### src/rtl/pio_pkg.sv
package pio_pkg;
    localparam logic [7:0] OFF_DIR  = 8'h00;
    localparam logic [7:0] OFF_ODE  = 8'h04;
    localparam logic [7:0] OFF_DAT  = 8'h08;
    localparam logic [7:0] OFF_EVT  = 8'h0C;
    localparam logic [7:0] OFF_MSK  = 8'h10;
    localparam logic [7:0] OFF_SNS  = 8'h14;

    typedef enum logic {
        BS_IDLE = 1'b0,
        BS_RESP = 1'b1
    } bus_state_t;
endpackage

### src/rtl/pio_bus_fsm.sv
module pio_bus_fsm
    import pio_pkg::*;
(
    input  logic clk,
    input  logic rst_n,
    input  logic req,
    input  logic wr,
    output logic wr_fire,
    output logic rd_fire,
    output logic ack
);
    bus_state_t state_q, state_d;

    always_ff @(posedge clk or negedge rst_n) begin
        if (!rst_n) state_q <= BS_IDLE;
        else        state_q <= state_d;
    end

    // transitions: accept (IDLE->RESP), release (RESP->IDLE)
    always_comb begin
        state_d = state_q;
        unique case (state_q)
            BS_IDLE: if (req) state_d = BS_RESP;
            BS_RESP: state_d = BS_IDLE;
        endcase
    end

    always_comb begin
        wr_fire = 1'b0;
        rd_fire = 1'b0;
        ack     = 1'b0;
        unique case (state_q)
            BS_IDLE: begin
                wr_fire = req & wr;
                rd_fire = req & ~wr;
            end
            BS_RESP: ack = 1'b1;
        endcase
    end
endmodule

### src/rtl/pio_sync.sv
module pio_sync #(
    parameter int W      = 32,
    parameter int STAGES = 2
) (
    input  logic         clk,
    input  logic         rst_n,
    input  logic [W-1:0] d,
    output logic [W-1:0] q
);
    logic [W-1:0] stg [STAGES];

    for (genvar s = 0; s < STAGES; s++) begin : g_stage
        if (s == 0) begin : g_first
            always_ff @(posedge clk or negedge rst_n) begin
                if (!rst_n) stg[s] <= '0;
                else        stg[s] <= d;
            end
        end else begin : g_next
            always_ff @(posedge clk or negedge rst_n) begin
                if (!rst_n) stg[s] <= '0;
                else        stg[s] <= stg[s-1];
            end
        end
    end

    assign q = stg[STAGES-1];
endmodule

### src/rtl/pio_edge.sv
module pio_edge #(
    parameter int W = 32
) (
    input  logic         clk,
    input  logic         rst_n,
    input  logic [W-1:0] lvl,
    input  logic [W-1:0] fall_only,
    output logic [W-1:0] hit
);
    logic [W-1:0] prev_q;
    logic [W-1:0] rise, fall;

    always_ff @(posedge clk or negedge rst_n) begin
        if (!rst_n) prev_q <= '0;
        else        prev_q <= lvl;
    end

    assign rise = lvl & ~prev_q;
    assign fall = ~lvl & prev_q;
    assign hit  = fall | (rise & ~fall_only);
endmodule

### src/rtl/pio32_ctrl.sv
module pio32_ctrl
    import pio_pkg::*;
#(
    parameter int PIN_W  = 32,
    parameter int ADDR_W = 8,
    parameter int SYNC_N = 2
) (
    input  logic              clk,
    input  logic              rst_n,
    input  logic              bus_req,
    input  logic              bus_wr,
    input  logic [ADDR_W-1:0] bus_addr,
    input  logic [PIN_W-1:0]  bus_wdata,
    output logic              bus_ack,
    output logic [PIN_W-1:0]  bus_rdata,
    input  logic [PIN_W-1:0]  pad_in,
    output logic [PIN_W-1:0]  pad_out,
    output logic [PIN_W-1:0]  pad_oe,
    output logic              irq
);
    localparam int TOP = PIN_W - 1;

    logic [PIN_W-1:0] dir_q, ode_q, dat_q, evt_q, msk_q, sns_q;
    logic [PIN_W-1:0] pin_raw, pin_lvl, hit, evt_w1c, rd_mux, rdata_q;
    logic [PIN_W-1:0] oe_reg;
    logic             wr_fire, rd_fire;

    pio_bus_fsm u_fsm (
        .clk(clk), .rst_n(rst_n), .req(bus_req), .wr(bus_wr),
        .wr_fire(wr_fire), .rd_fire(rd_fire), .ack(bus_ack)
    );

    // pin n <-> register bit TOP-n
    for (genvar n = 0; n < PIN_W; n++) begin : g_map
        assign pin_raw[TOP-n] = pad_in[n];
        assign pad_out[n]     = dat_q[TOP-n];
        assign pad_oe[n]      = oe_reg[TOP-n];
    end

    pio_sync #(.W(PIN_W), .STAGES(SYNC_N)) u_sync (
        .clk(clk), .rst_n(rst_n), .d(pin_raw), .q(pin_lvl)
    );

    pio_edge #(.W(PIN_W)) u_edge (
        .clk(clk), .rst_n(rst_n), .lvl(pin_lvl), .fall_only(sns_q), .hit(hit)
    );

    assign oe_reg  = dir_q & (~ode_q | ~dat_q);
    assign evt_w1c = (wr_fire && bus_addr == ADDR_W'(OFF_EVT)) ? bus_wdata : '0;

    always_ff @(posedge clk or negedge rst_n) begin
        if (!rst_n) begin
            dir_q <= '0;
            ode_q <= '0;
            dat_q <= '0;
            msk_q <= '0;
            sns_q <= '0;
        end else if (wr_fire) begin
            if (bus_addr == ADDR_W'(OFF_DIR)) dir_q <= bus_wdata;
            if (bus_addr == ADDR_W'(OFF_ODE)) ode_q <= bus_wdata;
            if (bus_addr == ADDR_W'(OFF_DAT)) dat_q <= bus_wdata;
            if (bus_addr == ADDR_W'(OFF_MSK)) msk_q <= bus_wdata;
            if (bus_addr == ADDR_W'(OFF_SNS)) sns_q <= bus_wdata;
        end
    end

    // set has priority over clear
    always_ff @(posedge clk or negedge rst_n) begin
        if (!rst_n) evt_q <= '0;
        else        evt_q <= (evt_q & ~evt_w1c) | hit;
    end

    always_comb begin
        rd_mux = '0;
        if (bus_addr == ADDR_W'(OFF_DIR)) rd_mux = dir_q;
        if (bus_addr == ADDR_W'(OFF_ODE)) rd_mux = ode_q;
        if (bus_addr == ADDR_W'(OFF_DAT)) rd_mux = (dat_q & dir_q) | (pin_lvl & ~dir_q);
        if (bus_addr == ADDR_W'(OFF_EVT)) rd_mux = evt_q;
        if (bus_addr == ADDR_W'(OFF_MSK)) rd_mux = msk_q;
        if (bus_addr == ADDR_W'(OFF_SNS)) rd_mux = sns_q;
    end

    always_ff @(posedge clk or negedge rst_n) begin
        if (!rst_n)       rdata_q <= '0;
        else if (rd_fire) rdata_q <= rd_mux;
    end

    assign bus_rdata = rdata_q;
    assign irq       = |(evt_q & msk_q);
endmodule

### config.mk
export PLATFORM = sky130hd
export DESIGN_NAME = pio32_ctrl
export DESIGN_NICKNAME = d
export VERILOG_FILES = /design/src/rtl/pio_pkg.sv /design/src/rtl/pio_bus_fsm.sv /design/src/rtl/pio_sync.sv /design/src/rtl/pio_edge.sv /design/src/rtl/pio32_ctrl.sv
export SDC_FILE = /design/constraint.sdc
export NUM_CORES = 1
export LEC_CHECK = 0
export BUFFER_PORTS_ARGS = -buffer_cell sky130_fd_sc_hd__buf_2
export CORE_MARGIN = 2
export CORE_UTILIZATION = 63
export CTS_CLUSTER_DIAMETER = 100
export DETAILED_ROUTE_END_ITERATION = 10
export GPL_TIMING_DRIVEN = 1
export PLACE_DENSITY_LB_ADDON = 0.08
export SLEW_MARGIN = 20
export SYNTH_ARGS = -nofsm -noshare
export SYNTH_HDL_FRONTEND = slang
export SYNTH_SLANG_ARGS = --single-unit
### constraint.sdc
create_clock -name clk -period 4.4 [get_ports clk]
set_input_delay 1.32 -clock clk [delete_from_list [all_inputs] [get_ports clk]]
set_output_delay 1.32 -clock clk [all_outputs]
set_load 0.02 [all_outputs]
==> flow_summary_export.csv <==
group,metric,value,unit
clocking,cts_tree,"yes",
hold_path,min_path_type,"reg2reg",
floorplan,die_width,153,µm
worst_setup_path,cpPeakStageDelay,600,ps
global_routing,grtUsageMet1,43.2,%
place,dp_cells,1547,
worst_setup_path,reg2reg_depth,5,
yosys,synth_fp_nets,1217,
worst_setup_path,crit_required,3080,ps
power,cellLeakagePower,7.65,nW
global_routing,first_global_vias,10200,
clocking,htree_num_levels,2,
worst_setup_path,crit_path_start_kind,"flop",
finish,finalNonFillerCells,1603,
power,p_clk_share,44.2,%
yosys,ys_seq_area_share,57.1,%
timing,tightest_slew,1130,ps
clocking,clock-root-buffer,"clkbuf_16",
worst_setup_path,crit_cells,4,
floorplan,initial_core_util,64.2,%
worst_setup_path,crit_buf_inv,1,
clocking,holdBufCountCts,0,
timing,grt_setup_unrepaired,"false",
finish,antenna_cells,0,
global_routing,grtUsageMet2,51.3,%
routing,antenna_left,0,
floorplan,die-area,23500,µm²
clocking,cts_setup_buffers,0,
floorplan,coreArea,21900,µm²
worst_setup_path,critical_path.max_fanout,3,
timing,final.setup.tns,0,ps
power,switchingPower,1.42,mW
clocking,clkTransAtPathRegs,50,ps
global_routing,grt_busiest_layer,"met2",
floorplan,rows,54,
finish,fillers,1506,
clocking,clk_path_buf_depth,3,
place,place_area,15200,µm²
finish,regArea,8030,µm²
worst_setup_path,cp_slowest_cell,"or4_1",
yosys,syn_area_per_cell,12.3,µm²
yosys,syn_inst,1141,
timing,slew_headroom,24.5,%
global_routing,grt_util_met3,5.02,%
flow_run,drv_cap,0,
clocking,cts_made_buffers,35,
yosys,synth_enable_flop_cells,0,
power,pwr-share-comb,6.0,%
worst_setup_path,crit_chain,"a22oi_1 > nand4_1 > or4_1 > buf_2",
timing,min_period_over_period,82.9,%
floorplan,io-pin-count,174,
global_routing,grt_overflow,0,
yosys,synth_area,14100,µm²
routing,via_per_inst,6.25,
yosys,ys_types,33,
global_routing,antenna_found_initial,0,
place,port_buffers,173,
finish,syn_to_final_growth,15.5,%
timing,setup_viol_count_final,0,
yosys,synth_seq_cells,321,
place,hpwl,22100,µm
worst_setup_path,crit_arrival,2330,ps
finish,multiInputGateArea,5690,µm²
power,sw_frac_of_total,22.8,%
timing,hold_violations,0,
yosys,ys.flop_type,"dfrtp_1",
timing,fmax,274,MHz
yosys,ys_warn_count,0,
routing,wl_per_cell,22.9,µm
power,power,6.22,mW
worst_setup_path,path_delay_family,"simple AND/OR/NAND/NOR gates",
global_routing,grt_first_pass_wirelength,57900,µm
routing,drt-total-wl,36700,µm
hold_path,min_path_cells,0,
timing,min_period,3650,ps
routing,drt-initial-drc-count,790,
clocking,cts.sinks,321,
timing,finClkSkew,9.19,ps
finish,drive_gt1_share,31.1,%
clocking,worstSkewPairLatency,510,ps
power,internal_power,4.80,mW
timing,slew_violations,0,
routing,via_count,10000,
global_routing,grt_usage,31.5,%
worst_setup_path,cp-end-kind,"output port",
routing,first_pass_iters,5,
power,peakVddDrop,0.000361,V
outcome,status,"completed",
routing,drc_errors,0,
power,seqPwrFrac,49.7,%
finish,final_cell_area,16200,µm²
yosys,synthArstFlopShare,100,%
clocking,cts_resized,0,
place,gp_congestion,0.842,
worst_setup_path,crit_type,"reg2out",
finish,num-nets-final,1380,
global_routing,grt_max_degree,97,
power,p_per_area,383,nW/µm²
floorplan,die_h,153,µm
[worst paths after layout]
| check | startpoint | end | slack, ps |
|---|---|---|---|
| max reg2reg | u_fsm.state_q | bus_rdata[22] | 2120 |
| max | evt_q[25] | irq | 750 |
| min reg2reg | u_sync.stg[39] | u_sync.q[7] | 350 |
| min in group asynchronous | rst_n | u_sync.stg[56] | 790 |
| max in group asynchronous | rst_n | dat_q[17] | 2680 |
| min | u_sync.stg[39] | u_sync.q[7] | 350 |
[metrics by stage]
| stage | hold slack, ps | setup WS (ps) | utilization (%) |
|---|---|---|---|
| after floorplan | 331 | 1540 | - |
| after global placement | 333 | 968 | 69.3 |
| after detailed placement | 335 | 920 | 69.3 |
| after CTS | 348 | 769 | 74.2 |
| after global routing | 351 | 694 | 74.2 |
| final | 346 | 752 | 74.2 |
[flip-flops by register name, summed over array words and instances (netlist names)]
signal	count
u_sync.stg	32
u_sync.q	32
bus_rdata	32
dir_q	32
ode_q	32
evt_q	32
dat_q	32
msk_q	32
sns_q	32
u_fsm.state_q	1
u_edge.prev_q	32
[placed cells by master (no fill, tap or decap), types with 2 or more instances in the layout]
cell type / count
dfrtp_1: 321
buf_2: 171
mux2_2: 97
a21oi_1: 96
nand2_1: 66
nor2b_1: 65
nor2_1: 64
nand2b_1: 64
mux2_4: 60
a22oi_1: 48
clkbuf_16: 37
a221o_1: 32
a21boi_0: 32
o221ai_1: 32
mux2i_1: 32
buf_4: 23
o21ai_1: 20
o21ai_0: 12
clkbuf_1: 10
clkbuf_8: 7
nand4_1: 5
nand3_2: 3
mux2_1: 3
or3_1: 3
nor3_2: 2
or4_2: 2
buf_12: 2
[Yosys cell counts, types with 2 or more instances]
cell	count	area share, %
mux2_4	60	6.4
nand2b_1	65	2.9
mux2_1	3	0.24
nor3_2	2	0.14
o21ai_0	12	0.43
a22oi_1	48	2.6
nand2_1	66	1.8
nand3_1	3	0.11
buf_6	9	0.72
mux2i_1	32	2.3
nor2b_1	65	2.9
dfrtp_1	321	57
or3_1	3	0.13
a21oi_1	96	3.4
a221o_1	32	2.3
buf_2	15	0.53
nor2_1	65	1.7
buf_1	3	0.080
nand4_1	5	0.22
a21boi_0	32	1.7
o221ai_1	32	2.0
o21ai_1	20	0.71
mux2_2	97	7.8
clkbuf_1	44	1.2
or4_1	3	0.16
[cells by family (layout without fill, tap and decap cells)]
family                 Yosys count  after routing  synth area share [%]
multiplexers                   192            192                  16.7
AND/OR/NAND/NOR                284            284                  10.5
AO/OA/AOI/OAI                  272            272                  13.1
buffers and inverters           72            254                  2.54
flip-flops                     321            321                  57.1
[power by group through the flow]
stage | combinational [mW] | clock (mW) | sequential (mW)
2_1_floorplan | 0.166 | 0 | 3.14
3_3_place_gp | 0.368 | 0 | 3.14
3_5_place_dp | 0.374 | 0 | 3.14
4_1_cts | 0.376 | 2.80 | 3.09
5_1_grt | 0.409 | 2.91 | 3.10
6_report | 0.374 | 2.75 | 3.09
[layout make-up]
cell class                 count  share of cell area, %
sequential                   321                   49.5
multi-input combinational    748                   35.1
clock inverter                 2                 0.0771
inverter                       1                 0.0231
clock buffer                  54                   6.53
tap                          280                   2.16
timing repair buffer         197                   6.67
[routing by layer]
metal / vias to the layer above / part of all wire, % / wire, µm
li1: 4433 / - / -
met1: 5066 / 41 / 15200
met2: 432 / 49 / 17900
met3: 89 / 6.6 / 2420
met4: 0 / 3.3 / 1200
met5: - / 0 / 0
Note: power is estimated with default switching activity, not from simulation.
